**src/rtl/rx_fifo_pkg.sv**
```systemverilog
package rx_fifo_pkg;

  typedef enum logic [3:0] {
    IRQ_CODE_NONE = 4'b0001,
    IRQ_CODE_RDA  = 4'b0100
  } irq_code_t;

  localparam int TRIG_LVL_0 = 1;
  localparam int TRIG_LVL_1 = 4;
  localparam int TRIG_LVL_2 = 8;
  localparam int TRIG_LVL_3 = 14;

  function automatic int trig_chars(input logic [1:0] sel);
    case (sel)
      2'b00:   return TRIG_LVL_0;
      2'b01:   return TRIG_LVL_1;
      2'b10:   return TRIG_LVL_2;
      default: return TRIG_LVL_3;
    endcase
  endfunction

endpackage

```
**src/rtl/rx_fifo_store.sv**
```systemverilog
module rx_fifo_store #(
  parameter int DATA_W = 8,
  parameter int DEPTH  = 16,
  parameter int CNT_W  = $clog2(DEPTH + 1),
  parameter int PTR_W  = $clog2(DEPTH)
) (
  input  logic              clk,
  input  logic              rst,
  input  logic              fifo_en,
  input  logic              wr_en,
  input  logic [DATA_W-1:0] wr_data,
  input  logic              rd_en,
  output logic [DATA_W-1:0] rd_data,
  output logic [CNT_W-1:0]  count,
  output logic [CNT_W-1:0]  count_next,
  output logic              overrun
);

  logic [DATA_W-1:0] mem [DEPTH];
  logic [PTR_W-1:0]  wr_ptr, rd_ptr;
  logic              fifo_en_q;
  logic              flush, full, empty, wr_fire, rd_fire;
  logic [CNT_W-1:0]  cap;

  assign flush   = fifo_en ^ fifo_en_q;
  assign cap     = fifo_en ? CNT_W'(DEPTH) : CNT_W'(1);
  assign full    = count >= cap;
  assign empty   = count == '0;
  assign wr_fire = wr_en && !full && !flush;
  assign rd_fire = rd_en && !empty && !flush;

  function automatic logic [PTR_W-1:0] ptr_inc(input logic [PTR_W-1:0] p);
    return (p == PTR_W'(DEPTH - 1)) ? '0 : p + PTR_W'(1);
  endfunction

  always_comb begin
    if (flush) count_next = '0;
    else       count_next = count + CNT_W'(wr_fire) - CNT_W'(rd_fire);
  end

  // storage: plain write port, no reset, so it can map to block RAM
  always_ff @(posedge clk) begin
    if (wr_fire) mem[wr_ptr] <= wr_data;
  end

  always_ff @(posedge clk) begin
    if (rst)          rd_data <= '0;
    else if (rd_fire) rd_data <= mem[rd_ptr];
  end

  always_ff @(posedge clk) begin
    if (rst) begin
      fifo_en_q <= fifo_en;
      wr_ptr    <= '0;
      rd_ptr    <= '0;
      count     <= '0;
      overrun   <= 1'b0;
    end else begin
      fifo_en_q <= fifo_en;
      count     <= count_next;
      if (flush) begin
        wr_ptr <= '0;
        rd_ptr <= '0;
      end else begin
        if (wr_fire) wr_ptr <= ptr_inc(wr_ptr);
        if (rd_fire) rd_ptr <= ptr_inc(rd_ptr);
      end
      if (wr_en && full && !flush) overrun <= 1'b1;
      else if (rd_en)              overrun <= 1'b0;
    end
  end

  // occupancy never passes the physical depth
  a_r7_no_overflow: assert property (@(posedge clk) disable iff (rst)
    count <= CNT_W'(DEPTH));

  // with the buffer off for two samples, at most one character is held
  a_r8_single_entry: assert property (@(posedge clk) disable iff (rst)
    (!fifo_en && $past(!fifo_en)) |-> (count <= CNT_W'(1)));

endmodule

```
**src/rtl/rx_irq_ctrl.sv**
```systemverilog
module rx_irq_ctrl
  import rx_fifo_pkg::*;
#(
  parameter int CNT_W = 5
) (
  input  logic             clk,
  input  logic             rst,
  input  logic             fifo_en,
  input  logic [3:0]       irq_en,
  input  logic [1:0]       trig_sel,
  input  logic [CNT_W-1:0] count,
  input  logic [CNT_W-1:0] count_next,
  output logic             data_ready,
  output logic             irq,
  output logic [3:0]       irq_status
);

  logic [CNT_W-1:0] lvl;
  logic             polled, rda, pend;

  assign lvl    = CNT_W'(trig_chars(trig_sel));
  assign polled = fifo_en && (irq_en == 4'b0000);
  assign rda    = fifo_en ? (count_next >= lvl) : (count_next != '0);
  assign pend   = irq_en[0] && !polled && rda;

  always_ff @(posedge clk) begin
    if (rst) begin
      data_ready <= 1'b0;
      irq        <= 1'b0;
      irq_status <= IRQ_CODE_NONE;
    end else begin
      data_ready <= count_next != '0;
      irq        <= pend;
      irq_status <= pend ? IRQ_CODE_RDA : IRQ_CODE_NONE;
    end
  end

  // data-ready mirrors the stored count
  a_r2_ready_tracks: assert property (@(posedge clk) disable iff (rst)
    data_ready == (count != '0));

  // an interrupt in buffer mode means the fill is at the level
  a_r3_reach: assert property (@(posedge clk) disable iff (rst)
    (irq && $past(fifo_en)) |-> (count >= $past(lvl)));

  // below the level, no interrupt
  a_r4_below: assert property (@(posedge clk) disable iff (rst)
    ($past(fifo_en) && (count < $past(lvl))) |-> !irq);

  // no interrupt without the receive enable
  a_r5_rx_gate: assert property (@(posedge clk) disable iff (rst)
    irq |-> $past(irq_en[0]));

  // polled mode keeps the line quiet
  a_r6_polled: assert property (@(posedge clk) disable iff (rst)
    $past(fifo_en && (irq_en == 4'b0000)) |-> !irq);

  // single-register mode, interrupt follows data-ready
  a_r8_follow: assert property (@(posedge clk) disable iff (rst)
    !$past(fifo_en) |-> (irq == (data_ready && $past(irq_en[0]))));

endmodule

```
**src/rtl/rx_fifo_irq.sv**
```systemverilog
module rx_fifo_irq #(
  parameter int DATA_W = 8,
  parameter int DEPTH  = 16
) (
  input  logic              clk,
  input  logic              rst,
  input  logic              fifo_en,
  input  logic [3:0]        irq_en,
  input  logic [1:0]        trig_sel,
  input  logic              wr_en,
  input  logic [DATA_W-1:0] wr_data,
  input  logic              rd_en,
  output logic [DATA_W-1:0] rd_data,
  output logic              data_ready,
  output logic              overrun,
  output logic              irq,
  output logic [3:0]        irq_status
);

  localparam int CNT_W = $clog2(DEPTH + 1);
  localparam int PTR_W = $clog2(DEPTH);

  logic [CNT_W-1:0] count, count_next;

  rx_fifo_store #(
    .DATA_W (DATA_W),
    .DEPTH  (DEPTH),
    .CNT_W  (CNT_W),
    .PTR_W  (PTR_W)
  ) u_store (
    .clk        (clk),
    .rst        (rst),
    .fifo_en    (fifo_en),
    .wr_en      (wr_en),
    .wr_data    (wr_data),
    .rd_en      (rd_en),
    .rd_data    (rd_data),
    .count      (count),
    .count_next (count_next),
    .overrun    (overrun)
  );

  rx_irq_ctrl #(
    .CNT_W (CNT_W)
  ) u_irq (
    .clk        (clk),
    .rst        (rst),
    .fifo_en    (fifo_en),
    .irq_en     (irq_en),
    .trig_sel   (trig_sel),
    .count      (count),
    .count_next (count_next),
    .data_ready (data_ready),
    .irq        (irq),
    .irq_status (irq_status)
  );

endmodule

```
**config.mk**
```make
export PLATFORM = sky130hd
export DESIGN_NAME = rx_fifo_irq
export DESIGN_NICKNAME = d
export VERILOG_FILES = /design/src/rtl/rx_fifo_pkg.sv /design/src/rtl/rx_fifo_store.sv /design/src/rtl/rx_irq_ctrl.sv /design/src/rtl/rx_fifo_irq.sv
export SDC_FILE = /design/constraint.sdc
export NUM_CORES = 1
export LEC_CHECK = 0
export ABC_AREA = 1
export CORE_MARGIN = 2
export CORE_UTILIZATION = 55
export DETAILED_ROUTE_END_ITERATION = 8
export HOLD_SLACK_MARGIN = 0.03
export MAX_ROUTING_LAYER = met4
export PLACE_DENSITY_LB_ADDON = 0.05
export SLEW_MARGIN = 20
export SYNTH_ARGS = -nofsm -noshare
export SYNTH_HDL_FRONTEND = slang
export SYNTH_SLANG_ARGS = --single-unit
export TNS_END_PERCENT = 1
```
**constraint.sdc**
```tcl
create_clock -name clk -period 3.32 [get_ports clk]
set_input_delay 0.332 -clock clk [delete_from_list [all_inputs] [get_ports clk]]
set_output_delay 0.332 -clock clk [all_outputs]
set_load 0.02 [all_outputs]
```
Word level (Yosys, flattened, before mapping)

Memories as Yosys holds them, arrays and structs flattened. A register that Yosys moved wholly into a read port is not among the register bits.
Index checks and enable logic that the tools add are counted.

Equal/unequal tests: 4
Add/subtract/negate cells: 4
$lt $le $gt $ge: 2
Reduce and logical (&&, ||, !) cells: 19
Bitwise operators: 1
Mux-type cells: 11

Operators by type and width:

| operator              | count |
|---|---|
| $pmux W4 S3           | 1 |
| $mux W5               | 2 |
| $logic_and A1 B1 Y1   | 9 |
| $add A4 B1 Y4 const B | 2 |
| $eq A4 B4 Y1 const B  | 2 |
| $mux W4               | 2 |
| $add A5 B1 Y5         | 1 |
| $ge A5 B4 Y1          | 1 |
| $ge A5 B5 Y1          | 1 |
| $logic_not A5 Y1      | 1 |
| $mux W1               | 5 |
| $reduce_bool A5 Y1    | 1 |
| $sub A5 B1 Y5         | 1 |
| $logic_not A1 Y1      | 4 |
| $logic_not A4 Y1      | 1 |
| $mux W3               | 1 |
| $eq A2 B1 Y1 const B  | 1 |
| $eq A2 B2 Y1 const B  | 1 |
| $logic_not A2 Y1      | 1 |
| $reduce_bool A2 Y1    | 1 |
| $reduce_or A2 Y1      | 1 |
| $xor A1 B1 Y1         | 1 |

RAM bits: 128
Input port bits: 19
Register bits after elaboration: 21
Memories kept: 1
Output and inout bits: 15

Memories:

| memory      | depth | bits a word | read ports | clocked after memory_dff | wr ports | RTL line            | RTL |
|---|---|---|---|---|---|---|---|
| u_store.mem | 16    | 8           | 1          | 1                        | 1        | rx_fifo_store.sv:19 | `logic [DATA_W-1:0] mem [DEPTH];` |

Depth between registers and ports, before layout

Gate-level depths: netlist of the first run.

Depth in word-level cells: 12
Gate-level depth with buffers: 23
Depth with buffers taken out: 22

Modules after synthesis

Synthesis of the first run repeated with hierarchy kept, for this count alone.

Cell total of the unflattened synthesis: 770
Area total of the unflattened synthesis: 7199.4 sq um

Modules (own cells, without submodules):

| module        | times used | cells an instance | area an instance (sq um) | seq. area each (sq um) |
|---|---|---|---|---|
| rx_fifo_store | 1          | 719               | 6895.4                   | 4304.1 |
| rx_irq_ctrl   | 1          | 51                | 304.0                    | 60.1 |

Worst setup path after synthesis of the first run

OpenSTA, ideal clock, no wires.

Path type: register -> register
Start: register u_store.count[2]
End: register u_irq.irq
Setup slack: 378 ps
Stages on the path, launching flop included: 22
Arrival: 2831 ps
Buffers on the path: 1
Path through: dfxtp_1 > inv_1 > ha_1 > nand3_1 > nor2_1 > nor2_8 > buf_6 > ha_1 > inv_1 > ha_1 > fa_1 > inv_1 > nor2_1 > ha_1 > nand2_1 > nand2_1 > nand2_1 > nand2_1 > nand2_1 > nand3_1 > nand2_1 > nor2_1

RTL lines:

| item                                                      | RTL line            | RTL |
|---|---|---|
| start, declared                                           | rx_fifo_store.sv:14 | `output logic [CNT_W-1:0] count,` |
| start signal, assigned                                    | rx_fifo_store.sv:60 | `count <= count_next;` |
| $logic_not A5 Y1 *                                        | rx_fifo_store.sv:28 | `assign empty = count == '0;` |
| $logic_not A1 Y1 *                                        | rx_fifo_store.sv:30 | `assign rd_fire = rd_en && !empty && !flush;` |
| $logic_and A1 B1 Y1 * (2 in a row)                        | rx_fifo_store.sv:30 |  |
| named net u_store.rd_fire                                 | rx_fifo_store.sv:22 | `logic flush, full, empty, wr_fire, rd_fire;` |
| $sub A5 B1 Y5 *                                           | rx_fifo_store.sv:38 | `else count_next = count + CNT_W'(wr_fire) - CNT_W'(rd_fire);` |
| $mux W5 *                                                 | rx_fifo_store.sv:37 | `if (flush) count_next = '0;` |
| named net count_next[1]                                   | rx_fifo_irq.sv:23   | `logic [CNT_W-1:0] count, count_next;` |
| $ge A5 B4 Y1 / $reduce_bool A5 Y1 (equally long branches) | rx_irq_ctrl.sv:23   | `assign rda = fifo_en ? (count_next >= lvl) : (count_next != '0);` |
| $mux W1 *                                                 | rx_irq_ctrl.sv:23   |  |
| $logic_and A1 B1 Y1 *                                     | rx_irq_ctrl.sv:24   | `assign pend = irq_en[0] && !polled && rda;` |
| end signal, assigned                                      | rx_irq_ctrl.sv:33   | `irq <= pend;` |
| end, declared                                             | rx_irq_ctrl.sv:14   | `output logic irq,` |

The timed path passes the listed nets; every way through them passes the cells marked *.
A chain may end at the register's enable or synchronous reset.

Worst setup path after layout of the first run

Start: register u_store.count[3]
End: register u_irq.irq

Longest elaborated chain between the ends: 10

RTL lines:

| item                                                      | RTL line            | RTL |
|---|---|---|
| $ge A5 B5 Y1                                              | rx_fifo_store.sv:27 | `assign full = count >= cap;` |
| $logic_not A1 Y1                                          | rx_fifo_store.sv:29 | `assign wr_fire = wr_en && !full && !flush;` |
| $logic_and A1 B1 Y1 (2 in a row)                          | rx_fifo_store.sv:29 |  |
| $add A5 B1 Y5                                             | rx_fifo_store.sv:38 |  |
| $sub A5 B1 Y5 *                                           | rx_fifo_store.sv:38 |  |
| $mux W5 *                                                 | rx_fifo_store.sv:37 |  |
| named net count_next[2]                                   | rx_fifo_irq.sv:23   |  |
| $ge A5 B4 Y1 / $reduce_bool A5 Y1 (equally long branches) | rx_irq_ctrl.sv:23   |  |
| $mux W1 *                                                 | rx_irq_ctrl.sv:23   |  |
| $logic_and A1 B1 Y1 *                                     | rx_irq_ctrl.sv:24   |  |

Marked as above.

==> impl_metrics.toml, run 1 <==
[grt]
grt_antenna_before_repair = 0
grt_overflow = 0
grtUsageTotal_pct = 25.1
grt_max_degree = 68
grt_pass1_wl_mm = 23.6
grt_pass1_vias = 4562

[floorplanning]
start_util_pct = 56.5
core_area_mm2 = 0.0121
die_w_um = 115
die_y_um = 115
die-area_mm2 = 0.0133
num_rows = 40
pin_count = 34

[power]
power_density_mw_per_mm2 = 679
ir_worst_vdd_uv = 420
leakage_nw = 3.01
total_power_w = 0.00535

[worst_setup_path]
required_ns = 3.64
start_kind = "flop"
crit_fanout = 4
regToRegStartpoint = "u_store.count[3]$_SDFF_PP0_"
max_stage_delay_ns = 0.40
critical_path_class = "reg2reg"
critPathTopFamily = "adder cells"
worstPathArrival_ns = 3.35
end_kind = "flop"
path_cells = "inv_1 -> ha_1 -> nand3_1 -> nor2_1 -> nor2_8 -> ha_1 -> inv_1 -> ha_1 -> fa_1 -> xor2_1 -> nor2_1 -> ha_1 -> nand2_1 -> nand2_1 -> nand2_1 -> nand3_1 -> nand2_1 -> nor2_1"
path_buf_inv = 2
cp-startpoint = "u_store.count[3]$_SDFF_PP0_"
slowest_stage = "fa_1"

[cts]
clk_path_buf_depth = 2
clock_sinks = 154
cts_tree = "yes"
clock_latency_ns = 0.42
clockRootBuffer = "clkbuf_16"
cts_setup_buffers = 0
holdBufCountCts = 0
cts.repair.resized = 0
clkSlewWorstSetupHoldPaths_ns = 0.06
htree_levels = 4
cts_buffers = 17

[placed_design]
dp_hpwl_mm = 9.28
io_buffers = 28
placed_area_mm2 = 0.00730
gp_congestion = 0.873

[logic_synthesis]
synth_area_leaders = "edfxtp_1 (56%), nor2_1 (8.3%), dfxtp_1 (7.6%), nand2_1 (5.7%), nand3_1 (4.2%)"
synth_area_mm2 = 0.00681
synth_ff_type = "edfxtp_1"
synth_top_cells_by_count = "nor2_1 (150), edfxtp_1 (128), nand2_1 (104), nand3_1 (57), o21ai_1 (39)"
synth_most_common_cell = "nor2_1"
postSynth.asyncResetShare_pct = 0
synth_edf_count = 128
synthDominantCellAreaShare_pct = 56.4
synth_area_per_cell_um2 = 10.3
ys_types = 31
ys_ff_latch = 154
yosysSeqAreaShare_pct = 64.1
synth_top_cell_by_area = "edfxtp_1"
synth_cells = 660
yosysWarnings = 0

[layout]
syn_to_final_growth_pct = 15.6
nNetsFinal = 742
stdcell_area_mm2 = 0.00788
antenna_cells = 0
final_layout_size_suffix_gt1_share_pct = 9.50

[timing]
max_freq_ghz = 0.330
post-route-period-util_pct = 91.4
fin_setup_tns_ns = 0
fin_crit_ns = 3.03
skew_ns = 0.00639
final-hold-violation-count = 0
setup_viol = 0
slew_headroom_pct = 45.6
worstMarginPinSlew_ns = 0.816
hold_ws_ns = 0.473
slew_violations = 0
rsz0062_at_grt = "no"

[status]
outcome = "finished, final reports clean"

[route]
drt_iter0_drc = 400
drt_pass1_iterations = 5
num_vias = 4693
wire_per_inst_um = 16.8
drcViolationCount = 0
avgViaCountPerCell = 5.31
antenna_left = 0
drt_wl_total_mm = 14.9

[min_path]
hp-start = "u_store.overrun$_SDFFE_PP0P_"
min_path_type = "reg2reg"

[flow_run]
drv_cap = 0
-- placed cells by master (no fill, tap or decap), types with 13 or more instances in the layout --
| cell | netlist | final |
|---|---|---|
| clkbuf_16 | 0 | 17 |
| nand2_1 | 104 | 104 |
| nand3_1 | 57 | 57 |
| nor3_1 | 13 | 13 |
| buf_4 | 4 | 24 |
| clkdlybuf4s50_1 | 0 | 28 |
| inv_1 | 38 | 38 |
| o21ai_0 | 18 | 18 |
| dfxtp_1 | 26 | 25 |
| ha_1 | 19 | 19 |
| o21ai_1 | 39 | 39 |
| edfxtp_1 | 128 | 128 |
| nor2_1 | 150 | 150 |
-- power breakdown --
group	internal (W)	leakage [nW]	switching [W]	total, W
sequential	0.00219	1.36	0.0000455	0.00223
clock	0.00117	0.282	0.000717	0.00188
combinational	0.000453	1.36	0.000780	0.00123
-- state kept, by name (all words and copies together), names as in the netlist --
register,cells
u_store.count,5
u_irq.irq,1
u_store.wr_ptr,4
u_store.rd_data,8
u_irq.irq_status,1
u_irq.data_ready,1
u_store.overrun,1
u_store.rd_ptr,4
u_store.fifo_en_q,1
u_store.mem,128
-- cell type report --
cell class | count | area, um^2
Fill cell | 960 | 4180
Sequential cell | 154 | 4370
Timing Repair Buffer | 52 | 460
Clock buffer | 26 | 489
Multi-Input combinational cell | 431 | 2090
Tap cell | 168 | 210
Inverter | 47 | 179
Clock inverter | 6 | 87.6
-- metrics by stage --
| step | setup slack [ns] | util [%] | instances |
|---|---|---|---|
| floorplan | 0.378 | - | 661 |
| global placement | 0.0726 | 60.5 | 852 |
| detailed placement | 0.00930 | 60.5 | 852 |
| CTS | 0.286 | 65.3 | 884 |
| global route | 0.00258 | 65.3 | 884 |
| finish | 0.286 | 65.3 | 884 |
-- logic make-up after synthesis --
| group | share of synthesized area [%] |
|---|---|
| other | 0.0550 |
| and+or+nand+nor | 21.4 |
| AOI/OAI and AO/OA | 4.98 |
| xor gates and xnor gates | 0.386 |
| DFF | 64.1 |
| adders and majority gates | 3.78 |
| buffers and inverters | 5.36 |
-- worst paths after layout --
check	to	slack, ns	cells after the start
hold reg to reg	u_store.overrun$_SDFFE_PP0P_	0.47	2
setup reg to reg	u_irq.irq$_SDFF_PP0_	0.29	18
setup / recovery	u_irq.irq$_SDFF_PP0_	0.29	18
hold / removal	u_store.overrun$_SDFFE_PP0P_	0.47	2
-- worst reg2reg max path, cell delays in order, from the launching register on --
cell and delay, ns:
dfxtp_1 0.31, inv_1 0.13, ha_1 0.19, nand3_1 0.08
nor2_1 0.28, nor2_8 0.06, ha_1 0.27, inv_1 0.04
ha_1 0.20, fa_1 0.40, xor2_1 0.22, nor2_1 0.08
ha_1 0.30, nand2_1 0.07, nand2_1 0.04, nand2_1 0.05
nand3_1 0.07, nand2_1 0.08, nor2_1 0.04
-- metal layers --
layer	GRT usage [%]	vias up	routed length [um]
li1	-	2310	-
met1	31.9	2238	6390
met2	40.2	128	7420
met3	5.17	17	825
met4	9.40	0	238
met5	-	-	0
Note: power is estimated with default switching activity, not from simulation.
==> run 2, diff against run 1 <==
Settings changed: ABC_CLOCK_PERIOD_IN_PS set to 3700.
Clock period 3.32 ns to 3.7 ns, I/O delays scaled along.
==> impl_metrics.toml, run 2 (synthesized netlist as in run 1, its figures left out) <==
[route]
drcViolationCount = 0
drt_pass1_iterations = 5
avgViaCountPerCell = 5.31
num_vias = 4653
wire_per_inst_um = 17.0
antenna_left = 0
drt_iter0_drc = 413
drt_wl_total_mm = 14.9

[power]
p_clk_share_pct = 35.3
ir_worst_vdd_uv = 469
leakage_nw = 2.98
power_frac_seq_pct = 42.1
switching_share_pct = 29.1
internal_power_w = 0.00339
switchingPower_w = 0.00139
comb_power_share_pct = 22.6
power_density_mw_per_mm2 = 611

[cts]
htree_levels = 4
clock_latency_ns = 0.43
cts_tree = "yes"
cts_setup_buffers = 0
clkSlewWorstSetupHoldPaths_ns = 0.06
cts_buffers = 17
cts.repair.resized = 0
clock_sinks = 154
holdBufCountCts = 0
clockRootBuffer = "clkbuf_16"
clk_path_buf_depth = 2

[grt]
grt_pass1_vias = 4558
grt_max_degree = 36
grt_antenna_before_repair = 0
grtUsageTotal_pct = 25.0
grt_overflow = 0
grt_pass1_wl_mm = 23.5

[worst_setup_path]
worstPathArrival_ns = 3.43
r2r_setup_slack_ns = 0.59
start_kind = "flop"
required_ns = 4.02
end_kind = "flop"
critical_path_class = "reg2reg"
slowest_stage = "fa_1"
crit_fanout = 4
path_cells = "inv_1 -> ha_1 -> nand3_1 -> nor2_1 -> nor2_8 -> ha_1 -> inv_1 -> ha_1 -> fa_1 -> xor2_1 -> nor2_1 -> ha_1 -> nand2_1 -> nand2_1 -> nand2_1 -> nand3_1 -> nand2_1 -> nor2_1"
max_stage_delay_ns = 0.42

[layout]
fin_cells = 877
top_regs = "u_store.mem x128, u_store.rd_data x8, u_store.count x5"
fin_util_pct = 65.0
antenna_cells = 0
syn_to_final_growth_pct = 15.0
regMostFlops = "u_store.mem"
final_layout_size_suffix_gt1_share_pct = 8.89
final_cell_mix = "nor2_1 (150), edfxtp_1 (128), nand2_1 (104), nand3_1 (57), o21ai_1 (39)"
stdcell_area_mm2 = 0.00784
nNetsFinal = 738
largest_reg_flops = 128
layout_commonest_cell = "nor2_1"

[timing]
worstMarginPinSlew_ns = 0.871
fin_crit_ns = 3.11
slew_violations = 0
final-hold-violation-count = 0
setup_viol = 0
skew_ns = 0.00835
slew_headroom_pct = 41.9
fin_setup_tns_ns = 0
max_freq_ghz = 0.322
rsz0062_at_grt = "no"
post-route-period-util_pct = 84.0

[floorplanning]
start_util_pct = 56.5
die_y_um = 115
die_w_um = 115
die-area_mm2 = 0.0133
pin_count = 34
core_area_mm2 = 0.0121
num_rows = 40

[placed_design]
dpl.cell_count = 848
placed_area_mm2 = 0.00727
io_buffers = 28
gp_congestion = 0.826
dp_hpwl_mm = 9.24

[flow_run]
drv_cap = 0

[min_path]
min_path_type = "reg2reg"

[status]
outcome = "finished, final reports clean"
## run 2: cell count changes in the layout (fill, tap and decap cells not counted)
| cell | change |
|---|---|
| clkbuf_1 | -3 |
| clkbuf_8 | -3 |
| clkinv_2 | +1 |
| buf_4 | -4 |
| bufinv_16 | +1 |
| clkinv_1 | +1 |
## run 2: layout make-up
type | count | area, um^2
clock buffer | 20 | 437
clock inverter | 9 | 126
sequential | 154 | 4370
multi-input combinational | 431 | 2090
timing repair buffer | 48 | 430
fill | 992 | 4230
inverter | 47 | 179
tap | 168 | 210
## run 2: worst max-delay path, delay by kind of cell (launching register included)
family | cells | cell delay [ns]
XOR/XNOR | 1 | 0.23
buffers and inverters | 2 | 0.17
AND/OR/NAND/NOR | 10 | 0.92
adder cells (fa/ha/maj) | 5 | 1.40
flip-flops | 1 | 0.31
## run 2: stage by stage
stage	total power [W]	hold slack [ns]	setup slack (ns)
4_1_cts	0.00480	0.493	0.586
3_5_place_dp	0.00313	0.473	0.210
5_1_grt	0.00502	0.526	0.408
6_report	0.00478	0.494	0.590
2_1_floorplan	0.00283	0.398	0.758
3_3_place_gp	0.00310	0.460	0.292
## run 2: path summary, 6_finish.rpt
kind,start,cells after the start,to
max,u_store.count[3]$_SDFF_PP0_,18,u_irq.irq$_SDFF_PP0_
min,u_store.overrun$_SDFFE_PP0P_,2,u_store.overrun$_SDFFE_PP0P_
max reg2reg,u_store.count[3]$_SDFF_PP0_,18,u_irq.irq$_SDFF_PP0_
min reg2reg,u_store.overrun$_SDFFE_PP0P_,2,u_store.overrun$_SDFFE_PP0P_
## run 2: metal layers
metal / GRT usage [%] / up-vias / wire length (um)
met2: 39.5 / 139 / 7170
li1: - / 2298 / -
met1: 31.1 / 2186 / 6550
met5: - / - / 0
met4: 11.7 / 0 / 399
met3: 5.27 / 30 / 768
## run 2: power by group through the flow
stage	registers [W]	clock network (W)	logic (W)
4_1_cts	0.00202	0.00170	0.00109
3_5_place_dp	0.00205	0	0.00108
5_1_grt	0.00203	0.00176	0.00123
2_1_floorplan	0.00208	0	0.000745
6_report	0.00202	0.00169	0.00108
3_3_place_gp	0.00205	0	0.00105
